File: src/rtl/fcp_pkg.sv
package fcp_pkg;

    localparam int unsigned FRAME_LEN  = 60;
    localparam int unsigned IDX_W      = $clog2(FRAME_LEN);
    localparam int unsigned QUANTA_W   = 16;
    localparam int unsigned ADDR_W     = 48;

    localparam logic [47:0] PF_DEST   = 48'h0180_C200_0001;
    localparam logic [15:0] PF_TYPE   = 16'h8808;
    localparam logic [15:0] PF_OPCODE = 16'h0001;

    typedef enum logic {
        PF_XON  = 1'b0,
        PF_XOFF = 1'b1
    } pf_kind_e;

    typedef struct packed {
        pf_kind_e              kind;
        logic [ADDR_W-1:0]     sa;
        logic [QUANTA_W-1:0]   quanta;
    } pf_snap_t;

    typedef struct packed {
        logic       valid;
        logic       sof;
        logic       eof;
        logic [7:0] data;
    } pf_beat_t;

    function automatic logic [7:0] pf_byte(input pf_snap_t s, input int unsigned i);
        logic [47:0] w48;
        logic [15:0] w16;
        logic [15:0] q;
        q = (s.kind == PF_XOFF) ? s.quanta : 16'h0000;
        w48 = '0;
        w16 = '0;
        if (i < 6) begin
            w48 = PF_DEST >> (8 * (5 - i));
            return w48[7:0];
        end else if (i < 12) begin
            w48 = s.sa >> (8 * (11 - i));
            return w48[7:0];
        end else if (i < 14) begin
            w16 = PF_TYPE >> (8 * (13 - i));
            return w16[7:0];
        end else if (i < 16) begin
            w16 = PF_OPCODE >> (8 * (15 - i));
            return w16[7:0];
        end else if (i < 18) begin
            w16 = q >> (8 * (17 - i));
            return w16[7:0];
        end
        return 8'h00;
    endfunction

endpackage

File: src/rtl/fcp_holdoff.sv
module fcp_holdoff
    import fcp_pkg::*;
#(
    parameter int unsigned CYC_PER_QUANTUM = 64
) (
    input  logic                clk,
    input  logic                rst,
    input  logic                load,
    input  logic [QUANTA_W-1:0] quanta,
    output logic                expired
);
    localparam int unsigned CW = QUANTA_W + $clog2(CYC_PER_QUANTUM) + 1;

    logic [CW-1:0] remain;

    always_ff @(posedge clk) begin
        if (rst) begin
            remain <= '0;
        end else if (load) begin
            remain <= CW'(quanta) * CW'(CYC_PER_QUANTUM);
        end else if (remain != '0) begin
            remain <= remain - 1'b1;
        end
    end

    assign expired = (remain == '0);

endmodule

File: src/rtl/fcp_req_ctrl.sv
module fcp_req_ctrl
    import fcp_pkg::*;
#(
    parameter int unsigned CYC_PER_QUANTUM = 64
) (
    input  logic                clk,
    input  logic                rst,
    input  logic                enable,
    input  logic                xoff_cmd,
    input  logic                xon_cmd,
    input  logic                xoff_pin,
    input  logic                xon_pin,
    input  logic                fill_high,
    input  logic [QUANTA_W-1:0] holdoff_quanta,
    input  logic                tx_idle,
    input  logic                frame_busy,
    output logic                launch,
    output pf_kind_e            launch_kind
);
    logic     fill_q;
    logic     want_xoff;
    logic     want_xon;
    logic     pend_v;
    pf_kind_e pend_k;
    logic     gap_clear;
    logic     kind_ok;

    always_ff @(posedge clk) begin
        if (rst) fill_q <= 1'b0;
        else     fill_q <= fill_high;
    end

    assign want_xoff = xoff_cmd | xoff_pin | (fill_high & ~fill_q);
    assign want_xon  = xon_cmd  | xon_pin  | (~fill_high & fill_q);

    assign kind_ok     = (pend_k == PF_XON) | gap_clear;
    assign launch      = enable & pend_v & tx_idle & ~frame_busy & kind_ok;
    assign launch_kind = pend_k;

    always_ff @(posedge clk) begin
        if (rst) begin
            pend_v <= 1'b0;
            pend_k <= PF_XON;
        end else if (!enable) begin
            pend_v <= 1'b0;
        end else if (want_xoff) begin
            pend_v <= 1'b1;
            pend_k <= PF_XOFF;
        end else if (want_xon) begin
            pend_v <= 1'b1;
            pend_k <= PF_XON;
        end else if (launch) begin
            pend_v <= 1'b0;
        end
    end

    fcp_holdoff #(
        .CYC_PER_QUANTUM(CYC_PER_QUANTUM)
    ) u_holdoff (
        .clk     (clk),
        .rst     (rst),
        .load    (launch && (pend_k == PF_XOFF)),
        .quanta  (holdoff_quanta),
        .expired (gap_clear)
    );

endmodule

File: src/rtl/fcp_frame_seq.sv
module fcp_frame_seq
    import fcp_pkg::*;
(
    input  logic                clk,
    input  logic                rst,
    input  logic                launch,
    input  pf_kind_e            launch_kind,
    input  logic [ADDR_W-1:0]   sa,
    input  logic [QUANTA_W-1:0] quanta,
    output logic                active,
    output pf_beat_t            beat
);
    localparam logic [IDX_W-1:0] LAST_IDX = IDX_W'(FRAME_LEN - 1);

    logic [IDX_W-1:0] idx;
    pf_snap_t         snap;

    always_ff @(posedge clk) begin
        if (rst) begin
            active <= 1'b0;
            idx    <= '0;
            snap   <= '0;
        end else if (launch) begin
            active      <= 1'b1;
            idx         <= '0;
            snap.kind   <= launch_kind;
            snap.sa     <= sa;
            snap.quanta <= quanta;
        end else if (active) begin
            if (idx == LAST_IDX) begin
                active <= 1'b0;
                idx    <= '0;
            end else begin
                idx <= idx + 1'b1;
            end
        end
    end

    always_comb begin
        beat       = '0;
        beat.valid = active;
        beat.sof   = active && (idx == '0);
        beat.eof   = active && (idx == LAST_IDX);
        beat.data  = active ? pf_byte(snap, 32'(idx)) : 8'h00;
    end

endmodule

File: src/rtl/fc_pause_gen.sv
module fc_pause_gen
    import fcp_pkg::*;
#(
    parameter int unsigned CYC_PER_QUANTUM = 64
) (
    input  logic        clk,
    input  logic        rst,
    input  logic        fc_enable,
    input  logic        cfg_xoff_cmd,
    input  logic        cfg_xon_cmd,
    input  logic        pin_xoff_req,
    input  logic        pin_xon_req,
    input  logic        rx_fill_high,
    input  logic [15:0] sa_upper,
    input  logic [31:0] sa_lower,
    input  logic [15:0] pause_quanta,
    input  logic [15:0] holdoff_quanta,
    input  logic        tx_idle,
    output logic        out_valid,
    output logic        out_sof,
    output logic        out_eof,
    output logic [7:0]  out_data
);
    logic     launch;
    pf_kind_e launch_kind;
    logic     busy;
    pf_beat_t beat;

    fcp_req_ctrl #(
        .CYC_PER_QUANTUM(CYC_PER_QUANTUM)
    ) u_req (
        .clk            (clk),
        .rst            (rst),
        .enable         (fc_enable),
        .xoff_cmd       (cfg_xoff_cmd),
        .xon_cmd        (cfg_xon_cmd),
        .xoff_pin       (pin_xoff_req),
        .xon_pin        (pin_xon_req),
        .fill_high      (rx_fill_high),
        .holdoff_quanta (holdoff_quanta),
        .tx_idle        (tx_idle),
        .frame_busy     (busy),
        .launch         (launch),
        .launch_kind    (launch_kind)
    );

    fcp_frame_seq u_seq (
        .clk         (clk),
        .rst         (rst),
        .launch      (launch),
        .launch_kind (launch_kind),
        .sa          ({sa_upper, sa_lower}),
        .quanta      (pause_quanta),
        .active      (busy),
        .beat        (beat)
    );

    assign out_valid = beat.valid;
    assign out_sof   = beat.sof;
    assign out_eof   = beat.eof;
    assign out_data  = beat.data;

endmodule

File: config.mk
export PLATFORM = sky130hd
export DESIGN_NAME = fc_pause_gen
export DESIGN_NICKNAME = d
export VERILOG_FILES = /design/src/rtl/fcp_pkg.sv /design/src/rtl/fcp_holdoff.sv /design/src/rtl/fcp_req_ctrl.sv /design/src/rtl/fcp_frame_seq.sv /design/src/rtl/fc_pause_gen.sv
export SDC_FILE = /design/constraint.sdc
export NUM_CORES = 1
export LEC_CHECK = 0
export ABC_AREA = 1
export BUFFER_PORTS_ARGS = -buffer_cell sky130_fd_sc_hd__clkbuf_2
export CAP_MARGIN = 20
export CELL_PAD_IN_SITES_DETAIL_PLACEMENT = 1
export CELL_PAD_IN_SITES_GLOBAL_PLACEMENT = 2
export CORE_MARGIN = 1.5
export CORE_UTILIZATION = 25
export DETAILED_ROUTE_END_ITERATION = 16
export PLACE_DENSITY_LB_ADDON = 0.1
export SLEW_MARGIN = 5
export SYNTH_ARGS = -nofsm -noshare
export SYNTH_HDL_FRONTEND = slang
export SYNTH_SLANG_ARGS = --single-unit
export TNS_END_PERCENT = 10
File: constraint.sdc
create_clock -name clk -period 1.8 [get_ports clk]
set_input_delay 0.18 -clock clk [delete_from_list [all_inputs] [get_ports clk]]
set_output_delay 0.18 -clock clk [all_outputs]
set_load 0.1 [all_outputs]
==> results of run 1 <==
## cell usage in the layout (no fill, tap or decap), types with 7 or more instances in the layout
cell type,instances
sky130_fd_sc_hd__nor2_2,16
sky130_fd_sc_hd__dfxtp_1,94
sky130_fd_sc_hd__nand3b_1,66
sky130_fd_sc_hd__a21oi_1,26
sky130_fd_sc_hd__nand4_1,25
sky130_fd_sc_hd__nand2_1,182
sky130_fd_sc_hd__nor2_1,200
sky130_fd_sc_hd__buf_12,20
sky130_fd_sc_hd__o21a_1,7
sky130_fd_sc_hd__ha_1,7
sky130_fd_sc_hd__o21ai_0,25
sky130_fd_sc_hd__inv_1,38
sky130_fd_sc_hd__clkbuf_2,89
sky130_fd_sc_hd__or2_2,7
sky130_fd_sc_hd__clkbuf_16,9
sky130_fd_sc_hd__nand3_1,41
sky130_fd_sc_hd__nor2_4,8
sky130_fd_sc_hd__a21o_1,8
sky130_fd_sc_hd__buf_4,59
## flip-flops by register name, summed over array words and instances, names as in the netlist
register,flops
u_seq.snap,65
u_req.u_holdoff.remain,23
u_seq.idx,6
u_req.fill_q,1
u_req.launch_kind,1
u_req.pend_v,1
u_seq.active,1
## power breakdown
group	switching, mW	internal, mW	leakage, nW
Sequential	0.178	2.37	0.800
Combinational	1.65	1.15	2.36
Clock	0.955	1.00	0.141
## layout make-up
class	count	area [µm²]
clock buffer	11	243
clock inverter	5	45.0
fill	2839	14900
inverter	50	221
multi-input combinational	663	3410
sequential	98	1970
tap	285	357
timing repair buffer	170	1310
## path summary, 6_finish.rpt
path / start / endpoint / cells past startpoint / slack, ns
worst min-delay path: rx_fill_high / u_req.fill_q / 3 / 0.05
worst min register to register: u_req.u_holdoff.remain[22] / u_req.u_holdoff.remain[22] / 2 / 0.46
worst max-delay path: u_seq.idx[2] / out_data[7] / 13 / -0.45
worst max register to register: u_req.u_holdoff.remain[0] / u_seq.idx[0] / 9 / 0.14
## logic make-up after synthesis
family / after synthesis / share of synthesized area, %
compound gates: 79 / 7.80
xor+xnor: 7 / 1.08
fa+ha+maj: 10 / 2.20
buf+inv: 97 / 8.81
flops: 98 / 34.4
mux: 3 / 0.527
simple gates: 564 / 45.2
## Yosys cell counts, types with 3 or more instances
master / count
sky130_fd_sc_hd__nor2_1: 214
sky130_fd_sc_hd__nand2_1: 186
sky130_fd_sc_hd__dfxtp_1: 98
sky130_fd_sc_hd__nand3b_1: 66
sky130_fd_sc_hd__inv_1: 49
sky130_fd_sc_hd__nand3_1: 44
sky130_fd_sc_hd__o21ai_0: 32
sky130_fd_sc_hd__a21oi_1: 29
sky130_fd_sc_hd__nand4_1: 25
sky130_fd_sc_hd__buf_2: 20
sky130_fd_sc_hd__clkbuf_1: 11
sky130_fd_sc_hd__ha_1: 10
sky130_fd_sc_hd__buf_6: 9
sky130_fd_sc_hd__a21o_1: 8
sky130_fd_sc_hd__nor2_2: 8
sky130_fd_sc_hd__o21a_1: 7
sky130_fd_sc_hd__or2_2: 7
sky130_fd_sc_hd__xor2_1: 6
sky130_fd_sc_hd__nor3_1: 5
sky130_fd_sc_hd__clkbuf_8: 4
sky130_fd_sc_hd__buf_1: 3
sky130_fd_sc_hd__mux2i_1: 3
## what timing repair did
action,in CTS,in global routing
pin swaps,6,8
gates resized for setup,14,19
endpoints found under the setup margin,9,83
buffers inserted,3,2
## worst reg2reg max path, cell delays in order, from the launching register on
cell                      delay [ns]
sky130_fd_sc_hd__dfxtp_1        0.33
sky130_fd_sc_hd__inv_1          0.07
sky130_fd_sc_hd__ha_2           0.20
sky130_fd_sc_hd__nand2_2        0.10
sky130_fd_sc_hd__nor2_4         0.05
sky130_fd_sc_hd__nand3_4        0.10
sky130_fd_sc_hd__nand2_4        0.09
sky130_fd_sc_hd__nand2_4        0.13
sky130_fd_sc_hd__nand2_1        0.17
sky130_fd_sc_hd__a21oi_1        0.30
## stage by stage
step                TNS, ns  cells  cell area, µm²
CTS                   -3.37   1280            7480
global route          -4.38   1282            7560
finish                -3.34   1282            7560
global placement     -0.515   1261            7140
detailed placement   -0.571   1261            7140
floorplan             -1.15    858            5820
## layer usage
metal  part of all wire, %  vias to the layer above
li1                      -                     3028
met3                   2.3                       11
met5                     0                        -
met1                    52                     2689
met2                    45                       65
met4                  0.73                        0
==> out/qor.log, run 1 <==
[grt] total global-route track usage 16.3%
[finish] number of nets in the layout 1091
[sta] post-route fraction of the period consumed by the critical path 125%
[synth] instance count of the mapped netlist 858
[grt] global routing usage on met2 26.3%
[place] number of buffers inserted by port buffering 99
[route] per-cell routed wire length 14.8 µm
[grt] overflow left after global routing 0
[clock_network] number of sinks on the clock net 98
[synth] number of synthesized flops with an enable pin 0
[setup_path] category of the worst setup path capture point output port
[finish] Util after Layout 33.6%
[route] router iterations before antenna repair 4
[grt] first-pass GRT wire length 30.5 mm
[clock_network] TritonCTS clock tree built
[pwr] power per cell area 966 nW/µm²
[route] final WL 18.9 mm
[clock_network] clock latency of the later-clocked register in the worst-skew pair 0.36 ns
[sta] unrepaired setup endpoints after global routing yes
[setup_path] longest individual stage delay on the worst path 0.42 ns
[clock_network] number of H-tree levels 3
[synth] syn_area_per_cell 6.64 µm²
[sta] worst slew slack as a fraction of its limit 64.1%
[finish] ANT cells 0
[sta] worst clock skew 0.0123 ns
[synth] syn nets 957
[setup_path] CP Max Fanout 8
[place] Post-Place Setup Slack -0.136 ns
[floorplanning] placement row count 55
[synth] prevailing post-synth register cell sky130_fd_sc_hd__dfxtp_1
[clock_network] cell chosen for the clock root sky130_fd_sc_hd__clkbuf_16
[grt] met1 layer usage reported by global route 22.7%
[setup_path] worst setup path class reg -> out
[sta] Pins Over Slew Limit 0
[hold_path] class of the most critical hold timing path in -> reg
[route] antenna violation net count after detailed routing 0
[clock_network] clock buffers created by TritonCTS 9
[clock_network] CTS Buffer Depth 2
[grt] global route hottest layer met2
[synth] sequential share of the synthesized area 34.4%
[setup_path] Buffers & Inverters on Critical Path 4
[synth] leading area contributor after synthesis sky130_fd_sc_hd__dfxtp_1
[synth] number of warning messages in the yosys log 0
[synth] combined area of all synthesized cells 5700 µm²
[sta] slew at the pin closest to its max-slew limit 0.541 ns
[pwr] leakage power figure 3.30 nW
[sta] Final min period 2.25 ns
[floorplanning] overall die width 154 µm
[grt] via count of the first global-routing pass 5809
[outcome] status finished, violations left
[setup_path] data required time at the worst endpoint 1.62 ns
[setup_path] CP max stage cell sky130_fd_sc_hd__dfxtp_4
[grt] antenna violations before repair 0
[sta] post-layout worst setup margin -0.447 ns
[sta] Setup-failing EPs final 9
[floorplanning] io pins 100
[setup_path] family with the most delay on the worst path simple AND/OR/NAND/NOR gates
[floorplanning] Die Area 23700 µm²
[grt] global-route met3 utilization 2.85%
[synth] Synth area leaders sky130_fd_sc_hd__dfxtp_1, sky130_fd_sc_hd__nor2_1, sky130_fd_sc_hd__nand2_1, sky130_fd_sc_hd__nand3b_1, sky130_fd_sc_hd__nand3_1
[clock_network] CTS clock-pin slew for the worst setup and hold paths 0.07 ns
[synth] share of flip-flops with an asynchronous set or reset 0%
[synth] area share of the leading cell type in the synthesized netlist 34.4%
[outcome] violated checks setup timing
[synth] number of distinct library cell variants in the gate-level netlist after synthesis 33
[setup_path] worst endpoint data arrival time 2.07 ns
[pwr] Final Power 7.31 mW
[sta] Worst Hold Margin 0.0545 ns
[setup_path] cell breakdown of the critical path inv_6 -> ha_4 -> inv_4 -> nand3_4 -> nor2_4 -> buf_6 -> nand3_2 -> nand2_1 -> nand2_1 -> nor2_2 -> nor2_2 -> nor2_4 -> buf_12
[finish] proportion of layout cells with a drive suffix above 1 25.3%
[place] gpl congestion 0.802
[route] number of design rule violations left after detail routing 0
[grt] pin count of the biggest net entering global routing 67
[route] Iter 0 DRT Violations 207
[route] total number of vias 5793
[floorplanning] starting utilization of the core area 25.3%
[clock_network] hold buffers post-CTS 0
[route] mean number of vias per cell 4.52
[floorplanning] floorplan die height 154 µm
[floorplanning] area inside the core boundary 22500 µm²
[sta] max frequency 0.445 GHz
[finish] area grow syn2layout 32.7%
[synth] Synth Register Bits 98
[setup_path] startpoint types flop
[run] number of max-cap violations 0
[sta] endpoints failing hold 0
[pwr] IR drop worst, VDD 0.000408 V
[place] Detailed Place HPWL 14.9 mm
Power figures use the tool's default switching activity.
==> inputs of run 2 (changes only) <==
- BUFFER_PORTS_ARGS: -buffer_cell sky130_fd_sc_hd__clkbuf_2 -> -buffer_cell sky130_fd_sc_hd__buf_2
- CORE_MARGIN: 1.5 -> unset
==> run 2 against run 1 <==
Against the previous run:
- the flow still finishes with violations (setup timing)
- final area is 1.2% lower
- routed wire length is 1.2% higher
- sequential share of layout area is 0.33 points higher
- global-route usage is 0.62 points higher
- first-iteration DRC count is 34% lower
- cell count is 1.1% lower
- flip-flop and latch count stayed put
- via count is 0.91% lower
==> out/qor.log, run 2 (synthesis results as in run 1) <==
[floorplanning] area inside the core boundary 22100 µm²
[setup_path] CP max stage cell sky130_fd_sc_hd__dfxtp_4
[setup_path] CP Max Fanout 7
[place] gpl congestion 0.783
[grt] pin count of the biggest net entering global routing 57
[sta] worst slew slack as a fraction of its limit 69.1%
[sta] Final min period 2.23 ns
[finish] ANT cells 0
[finish] area grow syn2layout 31.1%
[setup_path] worst-case reg-to-reg path depth 11
[sta] slew at the pin closest to its max-slew limit 0.459 ns
[route] number of design rule violations left after detail routing 0
[grt] via count of the first global-routing pass 5862
[setup_path] origin of the worst setup path u_seq.idx[2]
[finish] non-filler cells in the finished layout 1268
[setup_path] family with the most delay on the worst path simple AND/OR/NAND/NOR gates
[clock_network] clock latency of the later-clocked register in the worst-skew pair 0.35 ns
[grt] antenna violations before repair 0
[sta] worst clock skew 0.00781 ns
[floorplanning] starting utilization of the core area 25.8%
[setup_path] internal reg-to-reg setup slack 0.06 ns
[grt] first-pass GRT wire length 31.1 mm
[clock_network] CTS clock-pin slew for the worst setup and hold paths 0.07 ns
[setup_path] worst endpoint data arrival time 2.05 ns
[finish] largest registers u_seq.snap x65, u_req.u_holdoff.remain x23, u_seq.idx x6
[sta] endpoints failing hold 0
[sta] Setup-failing EPs final 9
[sta] total negative setup slack -3.17 ns
[setup_path] startpoint types flop
[finish] number of nets in the layout 1082
[sta] post-route fraction of the period consumed by the critical path 124%
[route] antenna violation net count after detailed routing 0
[setup_path] cell depth of the worst setup path 10
[route] final WL 19.1 mm
[route] per-cell routed wire length 15.1 µm
[sta] post-layout worst setup margin -0.426 ns
[pwr] IR drop worst, VDD 0.000578 V
[sta] unrepaired setup endpoints after global routing yes
[setup_path] worst setup path class reg -> out
[grt] total global-route track usage 16.9%
[setup_path] longest individual stage delay on the worst path 0.42 ns
[hold_path] class of the most critical hold timing path in -> reg
[clock_network] CTS Buffer Depth 2
[floorplanning] floorplan die height 153 µm
[route] mean number of vias per cell 4.53
[clock_network] clock buffers created by TritonCTS 9
[run] number of max-cap violations 0
[outcome] violated checks setup timing
[clock_network] number of H-tree levels 3
[floorplanning] Die Area 23400 µm²
[place] placed cells 1250
[setup_path] cell repeated most along the worst path sky130_fd_sc_hd__nor2_4
[setup_path] cell breakdown of the critical path inv_6 -> ha_4 -> inv_2 -> nand3_2 -> nor2_4 -> nand2_4 -> o211ai_1 -> nand2_1 -> nor2_4 -> buf_12
[floorplanning] overall die width 153 µm
[floorplanning] placement row count 54
[route] total number of vias 5740
[outcome] status finished, violations left
[setup_path] start of the worst register-to-register path u_req.u_holdoff.remain[0]
[finish] proportion of layout cells with a drive suffix above 1 25.0%
[clock_network] number of sinks on the clock net 98
[sta] Pins Over Slew Limit 0
[floorplanning] io pins 100
[setup_path] data required time at the worst endpoint 1.62 ns
[finish] most frequent standard cell in the layout excluding fill and tap cells sky130_fd_sc_hd__nor2_1
[clock_network] TritonCTS clock tree built
[route] router iterations before antenna repair 4
[setup_path] destination of the critical timing path out_data[3]
[finish] number of flip-flops in the largest register 65
[place] number of buffers inserted by port buffering 99
[finish] commonest non-fill, non-tap cells in the layout sky130_fd_sc_hd__nor2_1, sky130_fd_sc_hd__nand2_1, sky130_fd_sc_hd__dfxtp_1
[place] Post-Place Setup Slack -0.0835 ns
[route] Iter 0 DRT Violations 137
[finish] Util after Layout 33.8%
[pwr] leakage power figure 3.23 nW
[setup_path] category of the worst setup path capture point output port
[setup_path] Buffers & Inverters on Critical Path 3
[pwr] Final Power 7.17 mW
[pwr] power per cell area 960 nW/µm²
[grt] overflow left after global routing 0
[place] Detailed Place HPWL 14.9 mm
[clock_network] cell chosen for the clock root sky130_fd_sc_hd__clkbuf_16
[sta] max frequency 0.449 GHz
[setup_path] end of the worst register-to-register path u_seq.snap[3]
[finish] Biggest register u_seq.snap
## run 2: changes by cell type in the layout (fill, tap and decap cells not counted), moves of 2 or more
cell                       delta
sky130_fd_sc_hd__nand3_2      +2
sky130_fd_sc_hd__buf_4        -6
sky130_fd_sc_hd__nand2_2      +5
sky130_fd_sc_hd__clkbuf_2    -89
sky130_fd_sc_hd__nand2_1      -4
sky130_fd_sc_hd__nand3_4      -2
sky130_fd_sc_hd__nor2_2       -2
sky130_fd_sc_hd__inv_6        +4
sky130_fd_sc_hd__buf_12       -2
sky130_fd_sc_hd__buf_2       +89
sky130_fd_sc_hd__inv_4        -2
## run 2: area by class of cell
class,count,area (µm²)
Tap cell,280,350
Multi-Input combinational cell,663,3410
Timing Repair Buffer,161,1210
Inverter,50,214
Sequential cell,98,1980
Clock inverter,7,82.6
Clock buffer,9,225
Fill cell,2789,14600
## run 2: layer usage
metal | up-vias | wire [µm] | track usage [%]
met5 | - | 0 | 0
met4 | 0 | 162 | 3.56
li1 | 3010 | - | -
met1 | 2666 | 9300 | 21.7
met2 | 52 | 9320 | 29.5
met3 | 12 | 356 | 2.78
## run 2: how the worst min path moves through the flow
stage / start / end / slack [ns] / cells after the start
2_1_floorplan: rx_fill_high / u_req.fill_q / 0.31 / 2
3_3_place_gp: rx_fill_high / u_req.fill_q / 0.41 / 3
3_5_place_dp: rx_fill_high / u_req.fill_q / 0.43 / 3
4_1_cts: rx_fill_high / u_req.fill_q / 0.05 / 3
5_1_grt: rx_fill_high / u_req.fill_q / 0.08 / 3
6_report: rx_fill_high / u_req.fill_q / 0.06 / 3
## run 2: report_power, final
| part | switching, mW | leakage (nW) | internal, mW |
|---|---|---|---|
| registers | 0.174 | 0.800 | 2.37 |
| logic | 1.55 | 2.27 | 1.01 |
| clock network | 0.949 | 0.152 | 1.11 |
| total | 2.68 | 3.23 | 4.50 |
## run 2: worst register-to-register path: stages (launching register included)
cell and delay, ns:
sky130_fd_sc_hd__dfxtp_1 0.31, sky130_fd_sc_hd__inv_1 0.09, sky130_fd_sc_hd__ha_1 0.19, sky130_fd_sc_hd__nand2_2 0.08, sky130_fd_sc_hd__nor2_4 0.13, sky130_fd_sc_hd__nand3_2 0.12
sky130_fd_sc_hd__nand2_4 0.12, sky130_fd_sc_hd__nand2_4 0.10, sky130_fd_sc_hd__inv_8 0.13, sky130_fd_sc_hd__buf_12 0.18, sky130_fd_sc_hd__nor2_1 0.07, sky130_fd_sc_hd__nor2_1 0.14
## run 2: metrics by stage
stage               hold slack [ns]  cell area (µm²)
CTS                          0.0469             7430
global route                 0.0823             7470
finish                       0.0610             7470
floorplan                     0.313             5820
detailed placement            0.426             7070
global placement              0.411             7070
## run 2: timing repair
action	in CTS	in global routing
pin swaps	15	6
resized for setup	19	12
hold buffers	0	0
setup buffers	1	1
endpoints found under the setup margin	9	85
